File: config.mk
export PLATFORM = sky130hd
export DESIGN_NAME = flash_bus_front
export DESIGN_NICKNAME = d
export VERILOG_FILES = /design/src/rtl/flash_bus_pkg.sv /design/src/rtl/fbi_sync.sv /design/src/rtl/fbi_addr_latch.sv /design/src/rtl/fbi_write_capture.sv /design/src/rtl/fbi_out_mux.sv /design/src/rtl/flash_bus_front.sv
export SDC_FILE = /design/constraint.sdc
export NUM_CORES = 1
export LEC_CHECK = 0
export BUFFER_PORTS_ARGS = -buffer_cell sky130_fd_sc_hd__clkbuf_2
export CORE_ASPECT_RATIO = 1.5
export CORE_MARGIN = 2
export CORE_UTILIZATION = 50
export CTS_BUF_LIST = sky130_fd_sc_hd__clkbuf_4 sky130_fd_sc_hd__clkbuf_8 sky130_fd_sc_hd__clkbuf_16
export DETAILED_ROUTE_END_ITERATION = 7
export PLACE_DENSITY = 0.87
export SLEW_MARGIN = 20
export SYNTH_ARGS = -nofsm -noshare
export SYNTH_HDL_FRONTEND = slang
export SYNTH_SLANG_ARGS = --single-unit
File: constraint.sdc
create_clock -name clk -period 1.9 [get_ports clk]
set_input_delay 0.285 -clock clk [delete_from_list [all_inputs] [get_ports clk]]
set_output_delay 0.285 -clock clk [all_outputs]
set_load 0.01 [all_outputs]
File: src/rtl/flash_bus_pkg.sv
package flash_bus_pkg;
  typedef enum logic [1:0] {
    SRC_ARRAY  = 2'd0,
    SRC_STATUS = 2'd1,
    SRC_SIG    = 2'd2,
    SRC_QUERY  = 2'd3
  } out_src_e;

  localparam int CTL_CS  = 0;
  localparam int CTL_OE  = 1;
  localparam int CTL_OD  = 2;
  localparam int CTL_WE  = 3;
  localparam int CTL_LE  = 4;
  localparam int CTL_K   = 5;
  localparam int CTL_RST = 6;
  localparam int CTL_W   = 7;
  localparam logic [CTL_W-1:0] CTL_IDLE = 7'b0011111;
endpackage

File: src/rtl/fbi_sync.sv
module fbi_sync #(
  parameter int W = 1,
  parameter int STAGES = 2,
  parameter logic [W-1:0] RST_VAL = '0
) (
  input  logic         clk,
  input  logic         rst_n,
  input  logic [W-1:0] d_i,
  output logic [W-1:0] q_o
);
  logic [W-1:0] stg [STAGES];

  always_ff @(posedge clk or negedge rst_n) begin
    if (!rst_n) stg[0] <= RST_VAL;
    else        stg[0] <= d_i;
  end

  for (genvar i = 1; i < STAGES; i++) begin : g_stage
    always_ff @(posedge clk or negedge rst_n) begin
      if (!rst_n) stg[i] <= RST_VAL;
      else        stg[i] <= stg[i-1];
    end
  end

  assign q_o = stg[STAGES-1];
endmodule

File: src/rtl/fbi_addr_latch.sv
module fbi_addr_latch #(
  parameter int AW = 19
) (
  input  logic          clk,
  input  logic          rst_n,
  input  logic          live_i,
  input  logic [AW-1:0] pins_i,
  input  logic          cs_low_i,
  input  logic          le_low_i,
  input  logic          le_rise_i,
  input  logic          le_fall_i,
  input  logic          k_rise_i,
  input  logic          cs_rise_i,
  input  logic          cs_fall_i,
  input  logic          we_rise_i,
  input  logic          wr_ctx_i,
  input  logic          wr_done_i,
  output logic [AW-1:0] addr_o,
  output logic [AW-1:0] cur_addr_o
);
  logic          lock_q;
  logic [AW-1:0] addr_q;
  logic          cap_wr, cap_rd, cap, release_lock;

  assign cap_wr = wr_ctx_i & (cs_rise_i | we_rise_i | le_rise_i);
  assign cap_rd = ~wr_ctx_i & cs_low_i & (le_rise_i | k_rise_i);
  assign cap    = live_i & ~lock_q & (cap_wr | cap_rd);
  assign release_lock = cs_fall_i | le_fall_i | wr_done_i | ~live_i;

  always_ff @(posedge clk or negedge rst_n) begin
    if (!rst_n) begin
      lock_q <= 1'b0;
      addr_q <= '0;
    end else begin
      lock_q <= (lock_q & ~release_lock) | (cap & ~release_lock);
      if (!live_i)
        addr_q <= '0;
      else if (!lock_q && (cap || le_low_i))
        addr_q <= pins_i;
    end
  end

  assign addr_o     = addr_q;
  assign cur_addr_o = lock_q ? addr_q : pins_i;

  // a held lock freezes the latched address
  assert_lock_holds_R5: assert property (@(posedge clk) disable iff (!rst_n)
    (lock_q && $past(lock_q)) |-> $stable(addr_q));
endmodule

File: src/rtl/fbi_write_capture.sv
module fbi_write_capture #(
  parameter int AW = 19,
  parameter int DW = 32
) (
  input  logic          clk,
  input  logic          rst_n,
  input  logic          live_i,
  input  logic          cs_low_i,
  input  logic          we_low_i,
  input  logic          we_rise_i,
  input  logic          cs_rise_i,
  input  logic [AW-1:0] cur_addr_i,
  input  logic [DW-1:0] dq_i,
  output logic          wr_ctx_o,
  output logic          wr_done_o,
  output logic          cmd_valid_o,
  input  logic          cmd_ready_i,
  output logic [AW-1:0] cmd_addr_o,
  output logic [DW-1:0] cmd_data_o
);
  logic          phase_q;
  logic          valid_q;
  logic [AW-1:0] caddr_q;
  logic [DW-1:0] cdata_q;
  logic          done, load, fire;

  assign wr_ctx_o = phase_q | (we_low_i & cs_low_i);
  assign done     = live_i & phase_q & (we_rise_i | cs_rise_i);
  assign fire     = valid_q & cmd_ready_i;
  assign load     = done & (~valid_q | cmd_ready_i);

  always_ff @(posedge clk or negedge rst_n) begin
    if (!rst_n) begin
      phase_q <= 1'b0;
      valid_q <= 1'b0;
      caddr_q <= '0;
      cdata_q <= '0;
    end else begin
      phase_q <= live_i & (phase_q | (we_low_i & cs_low_i)) & ~done;
      if (!live_i) begin
        valid_q <= 1'b0;
      end else if (load) begin
        valid_q <= 1'b1;
        caddr_q <= cur_addr_i;
        cdata_q <= dq_i;
      end else if (fire) begin
        valid_q <= 1'b0;
      end
    end
  end

  assign wr_done_o   = done;
  assign cmd_valid_o = valid_q;
  assign cmd_addr_o  = caddr_q;
  assign cmd_data_o  = cdata_q;

  // a stalled command keeps its payload
  assert_cmd_hold_R9: assert property (@(posedge clk) disable iff (!rst_n)
    (valid_q && !cmd_ready_i && live_i) |=> (valid_q && $stable(caddr_q) && $stable(cdata_q)));
  // acceptance with no new write retires the command
  assert_cmd_retire_R9: assert property (@(posedge clk) disable iff (!rst_n)
    (fire && !done) |=> !valid_q);
endmodule

File: src/rtl/fbi_out_mux.sv
module fbi_out_mux #(
  parameter int DW = 32,
  parameter int SW = 8
) (
  input  logic                      clk,
  input  logic                      rst_n,
  input  logic                      drive_i,
  input  flash_bus_pkg::out_src_e   src_i,
  input  logic [DW-1:0]             arr_i,
  input  logic [SW-1:0]             status_i,
  input  logic [DW-1:0]             sig_i,
  input  logic [DW-1:0]             query_i,
  output logic [DW-1:0]             dq_o,
  output logic                      oe_o
);
  import flash_bus_pkg::*;
  localparam int PADW = DW - SW;

  logic [DW-1:0] pick;
  logic [DW-1:0] dq_q;
  logic          oe_q;

  always_comb begin
    unique case (src_i)
      SRC_ARRAY:  pick = arr_i;
      SRC_STATUS: pick = {{PADW{1'b0}}, status_i};
      SRC_SIG:    pick = sig_i;
      SRC_QUERY:  pick = query_i;
      default:    pick = '0;
    endcase
  end

  always_ff @(posedge clk or negedge rst_n) begin
    if (!rst_n) begin
      dq_q <= '0;
      oe_q <= 1'b0;
    end else begin
      oe_q <= drive_i;
      dq_q <= drive_i ? pick : '0;
    end
  end

  assign dq_o = dq_q;
  assign oe_o = oe_q;

  // nothing on the bus value while not driving
  assert_quiet_off_R2: assert property (@(posedge clk) disable iff (!rst_n)
    !oe_q |-> (dq_q == '0));
  // status puts zeros above the low byte
  assert_status_pad_R3: assert property (@(posedge clk) disable iff (!rst_n)
    (oe_q && $past(src_i) == SRC_STATUS) |-> (dq_q[DW-1:SW] == '0));
endmodule

File: src/rtl/flash_bus_front.sv
module flash_bus_front #(
  parameter int AW = 19,
  parameter int DW = 32,
  parameter int SW = 8,
  parameter int SYNC_STAGES = 2
) (
  input  logic          clk,
  input  logic          rst_n,
  input  logic          pin_cs_n,
  input  logic          pin_oe_n,
  input  logic          pin_od_n,
  input  logic          pin_we_n,
  input  logic          pin_le_n,
  input  logic          pin_bclk,
  input  logic          pin_rst_n,
  input  logic [AW-1:0] pin_addr,
  input  logic [DW-1:0] pin_dq_in,
  output logic [DW-1:0] dq_out,
  output logic          dq_oe,
  output logic [AW-1:0] rd_addr,
  input  logic [1:0]    out_sel,
  input  logic [DW-1:0] arr_data,
  input  logic [SW-1:0] status_byte,
  input  logic [DW-1:0] sig_data,
  input  logic [DW-1:0] query_data,
  output logic          cmd_valid,
  input  logic          cmd_ready,
  output logic [AW-1:0] cmd_addr,
  output logic [DW-1:0] cmd_data
);
  import flash_bus_pkg::*;
  localparam int BUS_W = AW + DW;

  logic [CTL_W-1:0] ctl_raw, s_ctl, p_ctl;
  logic [BUS_W-1:0] s_bus;
  logic [AW-1:0]    s_addr, cur_addr;
  logic [DW-1:0]    s_dq;

  assign ctl_raw = {pin_rst_n, pin_bclk, pin_le_n, pin_we_n, pin_od_n, pin_oe_n, pin_cs_n};

  fbi_sync #(.W(CTL_W), .STAGES(SYNC_STAGES), .RST_VAL(CTL_IDLE)) u_ctl_sync (
    .clk(clk), .rst_n(rst_n), .d_i(ctl_raw), .q_o(s_ctl));

  fbi_sync #(.W(BUS_W), .STAGES(SYNC_STAGES), .RST_VAL('0)) u_bus_sync (
    .clk(clk), .rst_n(rst_n), .d_i({pin_addr, pin_dq_in}), .q_o(s_bus));

  assign s_addr = s_bus[BUS_W-1:DW];
  assign s_dq   = s_bus[DW-1:0];

  always_ff @(posedge clk or negedge rst_n) begin
    if (!rst_n) p_ctl <= CTL_IDLE;
    else        p_ctl <= s_ctl;
  end

  logic live, cs_low, we_low, le_low, drive;
  logic cs_rise, cs_fall, we_rise, le_rise, le_fall, k_rise;
  logic wr_ctx, wr_done;

  assign live    = s_ctl[CTL_RST];
  assign cs_low  = ~s_ctl[CTL_CS];
  assign we_low  = ~s_ctl[CTL_WE];
  assign le_low  = ~s_ctl[CTL_LE];
  assign cs_rise = s_ctl[CTL_CS] & ~p_ctl[CTL_CS];
  assign cs_fall = ~s_ctl[CTL_CS] & p_ctl[CTL_CS];
  assign we_rise = s_ctl[CTL_WE] & ~p_ctl[CTL_WE];
  assign le_rise = s_ctl[CTL_LE] & ~p_ctl[CTL_LE];
  assign le_fall = ~s_ctl[CTL_LE] & p_ctl[CTL_LE];
  assign k_rise  = s_ctl[CTL_K] & ~p_ctl[CTL_K];
  assign drive   = live & cs_low & ~s_ctl[CTL_OE] & s_ctl[CTL_OD];

  fbi_addr_latch #(.AW(AW)) u_addr (
    .clk(clk), .rst_n(rst_n), .live_i(live), .pins_i(s_addr),
    .cs_low_i(cs_low), .le_low_i(le_low), .le_rise_i(le_rise), .le_fall_i(le_fall),
    .k_rise_i(k_rise), .cs_rise_i(cs_rise), .cs_fall_i(cs_fall), .we_rise_i(we_rise),
    .wr_ctx_i(wr_ctx), .wr_done_i(wr_done), .addr_o(rd_addr), .cur_addr_o(cur_addr));

  fbi_write_capture #(.AW(AW), .DW(DW)) u_wr (
    .clk(clk), .rst_n(rst_n), .live_i(live), .cs_low_i(cs_low), .we_low_i(we_low),
    .we_rise_i(we_rise), .cs_rise_i(cs_rise), .cur_addr_i(cur_addr), .dq_i(s_dq),
    .wr_ctx_o(wr_ctx), .wr_done_o(wr_done), .cmd_valid_o(cmd_valid),
    .cmd_ready_i(cmd_ready), .cmd_addr_o(cmd_addr), .cmd_data_o(cmd_data));

  fbi_out_mux #(.DW(DW), .SW(SW)) u_out (
    .clk(clk), .rst_n(rst_n), .drive_i(drive), .src_i(out_src_e'(out_sel)),
    .arr_i(arr_data), .status_i(status_byte), .sig_i(sig_data), .query_i(query_data),
    .dq_o(dq_out), .oe_o(dq_oe));

  // reset pin low silences the bus on the next cycle
  assert_no_drive_in_reset_R10: assert property (@(posedge clk) disable iff (!rst_n)
    !live |=> !dq_oe);
  // reset pin low drops any waiting command
  assert_no_cmd_in_reset_R10: assert property (@(posedge clk) disable iff (!rst_n)
    !live |=> !cmd_valid);
  // output disable low on its own blocks driving
  assert_od_blocks_R1: assert property (@(posedge clk) disable iff (!rst_n)
    !s_ctl[CTL_OD] |=> !dq_oe);
endmodule

==> impl_metrics.py <==
metrics = {
    "status": {
        "status": "finished clean",
    },
    "synthesis": {
        "avgSynthCellArea_um2": 13.3,
        "yosys_warnings": 0,
        "syn_inst": 619,
        "postSynthNetCount": 786,
        "synth_cell_types": 32,
        "synthesis.area_mm2": 0.00821,
        "ys_seq_elements": 226,
        "synth-seq-area-share": 0.691,
    },
    "route": {
        "wl_um": 23000,
        "drt_iter0_drc": 305,
        "vias": 6179,
        "met2WireLength_um": 11800,
        "drc": 0,
        "met3_length_um": 2000,
        "via_per_inst": 5.25,
        "wl_per_cell_um": 19.5,
        "antenna_left": 0,
        "maxUsedRoutingLayer": "met5",
        "wirelength_met1_um": 8200,
        "firstDrtPassIters": 4,
    },
    "sta": {
        "fin_crit_ps": 1820,
        "max_slew.worst_pin.slew_ps": 718,
        "hold_viol_final": 0,
        "setup_tns_ps": 0,
        "drv_slew": 0,
        "finalSetupViolCount": 0,
        "finalCritPeriodShare": 0.956,
        "clock-skew-final_ps": 11.0,
        "rsz0062_at_grt": "no",
        "slew_headroom": 0.522,
        "fmax_mhz": 551,
    },
    "layout": {
        "areaGrowthSynthToFinish_pct": 37.2,
        "fin_util": 0.699,
        "fin_cells": 1178,
        "finalInstanceArea_mm2": 0.0113,
        "drive_above_1_share": 0.400,
        "nNetsFinal": 1119,
    },
    "pwr": {
        "power_leakage_nw": 5.57,
        "p_per_area_mw_per_mm2": 1030,
        "peakVddDrop_v": 0.000807,
    },
    "place": {
        "dpl-instance-area_mm2": 0.00996,
        "gp_congestion": 0.898,
        "dp_cells": 1075,
        "dpl.hpwl_um": 16200,
        "port_buffers": 270,
    },
    "cts": {
        "cts_buffers": 21,
        "clockBufferDepth": 3,
        "cts-root-buf": "clkbuf_16",
        "clock_latency_ps": 490,
        "clkTransAtPathRegs_ps": 60,
        "cts.repair.resized": 0,
        "htree_levels": 1,
        "cts_tree": "built",
        "clock_sinks": 226,
    },
    "global_route": {
        "grt_pass1_wl_um": 35800,
        "track_usage": 0.272,
        "antenna_found_initial": 11,
        "grt_pass1_vias": 6648,
        "grt_max_degree": 64,
        "grt_overflow_total": 0,
    },
    "job": {
        "cap_viol_max_count": 0,
    },
    "critical_path": {
        "critPathMaxFanout": 38,
        "path_class": "reg2reg",
        "cp.required_ps": 2320,
        "r2r_setup_slack_ps": 80,
        "critical_path_arrival_ps": 2230,
        "start_kind": "flip-flop",
        "cp-end-kind": "flip-flop",
    },
    "die": {
        "start_util": 0.510,
        "core_mm2": 0.0161,
        "io_pins": 271,
        "die_x_um": 109,
        "die-area_mm2": 0.0175,
        "row_count": 57,
        "dieHeight_um": 161,
    },
    "hold_path": {
        "hp-class": "in2reg",
    },
}
[per-layer routing]
layer	up-vias	track usage
met5	-	0
met4	6	0.100
met3	61	0.0783
met2	294	0.463
met1	3011	0.325
li1	2807	-
[worst paths after layout]
path	startpoint	endpoint	depth (start not counted)
worst min register to register	u_bus_sync.stg[92]$_DFF_PN0_	u_bus_sync.q_o[41]$_DFF_PN0_	0
worst max-delay path	u_ctl_sync.q_o[0]$_DFF_PN1_	u_addr.addr_o[15]$_DFFE_PN0P_	5
worst max register to register	u_ctl_sync.q_o[0]$_DFF_PN1_	u_addr.addr_o[15]$_DFFE_PN0P_	5
min in group asynchronous	rst_n	u_bus_sync.q_o[28]$_DFF_PN0_	2
worst min-delay path	query_data[27]	u_out.dq_o[27]$_DFF_PN0_	3
max in group asynchronous	rst_n	u_ctl_sync.stg[11]$_DFF_PN1_	3
[layout by cell type (no fill, tap or decap), drive strengths merged]
cell         synthesis  routed
a211o                1       1
a211oi               1       1
a21boi               1       1
a21oi               25      25
a22oi               11      11
a32oi                8       8
and2                 2       2
buf                 17      26
bufinv               0       1
clkbuf              27     299
clkinv               0       4
dfrtp              213     213
dfstp               13      13
diode                0       8
dlygate4sd3          0      59
inv                  4       4
mux2                32      32
mux2i               43      43
mux4                 8       8
nand2               51      51
nand2b               3       3
nand3               19      19
nand4bb              1       1
nor2                63      63
nor2b               11      11
nor3                 2       2
o2111ai              1       1
o211ai               7       7
o21a                 1       1
o21ai               32      32
o22ai                2       2
or2b                 1       1
or4                 19      19
[layout make-up]
class	instances	area, um^2
inverter	4	15.0
tap	206	258
sequential	226	5670
clock buffer	30	637
clock inverter	5	53.8
fill	1142	4850
multi-input combinational	345	2350
timing repair buffer	354	2260
antenna	8	20.0
[critical path: stages, from the launching register on]
cell and delay, ps:
dfstp_2 610, nor3_1 80, a211o_1 270, buf_12 170
or4_1 490, nand3_1 110
[sequential cells by signal, summed over array words and instances (netlist names), 4 cells and up]
signal / count
u_bus_sync.q_o: 51
u_bus_sync.stg: 51
p_ctl: 4
u_out.dq_o: 32
u_addr.addr_o: 19
u_ctl_sync.stg: 7
u_ctl_sync.q_o: 7
u_wr.cmd_addr_o: 19
u_wr.cmd_data_o: 32
[cell families after synthesis]
logic type | after synthesis | share of synthesized area
AOI/OAI and AO/OA | 90 | 0.0667
buffers and inverters | 48 | 0.0268
DFF | 226 | 0.691
muxes | 83 | 0.118
and+or+nand+nor | 172 | 0.0977
[per-stage QoR]
stage          power (mW)  hold WS (ps)  worst slack, ps
4_1_cts              11.6          19.7             97.7
6_report             11.6          31.9             83.9
3_5_place_dp         7.37           276              119
2_1_floorplan        6.43         -10.6              185
3_3_place_gp         7.26           273              171
5_1_grt              12.1          41.4             6.81
[synthesized netlist by cell type, drive strengths merged]
cell type    n  share of area
a211o        1         0.0011
a211oi       1         0.0015
a21boi       1        0.00091
a21oi       25          0.015
a22oi       11          0.010
a32oi        8         0.0085
and2         2         0.0015
buf         17          0.013
clkbuf      27          0.012
dfrtp      213           0.65
dfstp       13          0.042
inv          4         0.0018
mux2        32          0.044
mux2i       43          0.052
mux4         8          0.022
nand2       51          0.023
nand2b       3         0.0023
nand3       19          0.012
nand4bb      1         0.0014
nor2        63          0.029
nor2b       11         0.0093
nor3         2         0.0012
o2111ai      1         0.0011
o211ai       7         0.0064
o21a         1        0.00091
o21ai       32          0.019
o22ai        2         0.0015
or2b         1        0.00091
or4         19          0.017
[repair_timing]
item / 4_1_cts / 5_1_grt
hold endpoints to repair: 113 / 0
setup endpoints to repair: 0 / 1
hold buffers: 59 / 0
setup buffers: 0 / 1
[power by group]
| group | total [mW] | internal (mW) | switching [mW] |
|---|---|---|---|
| registers | 5.65 | 5.34 | 0.306 |
| logic | 1.76 | 0.857 | 0.901 |
| clock network | 4.16 | 2.46 | 1.71 |
| total | 11.6 | 8.65 | 2.91 |
Power figures use the tool's default switching activity.
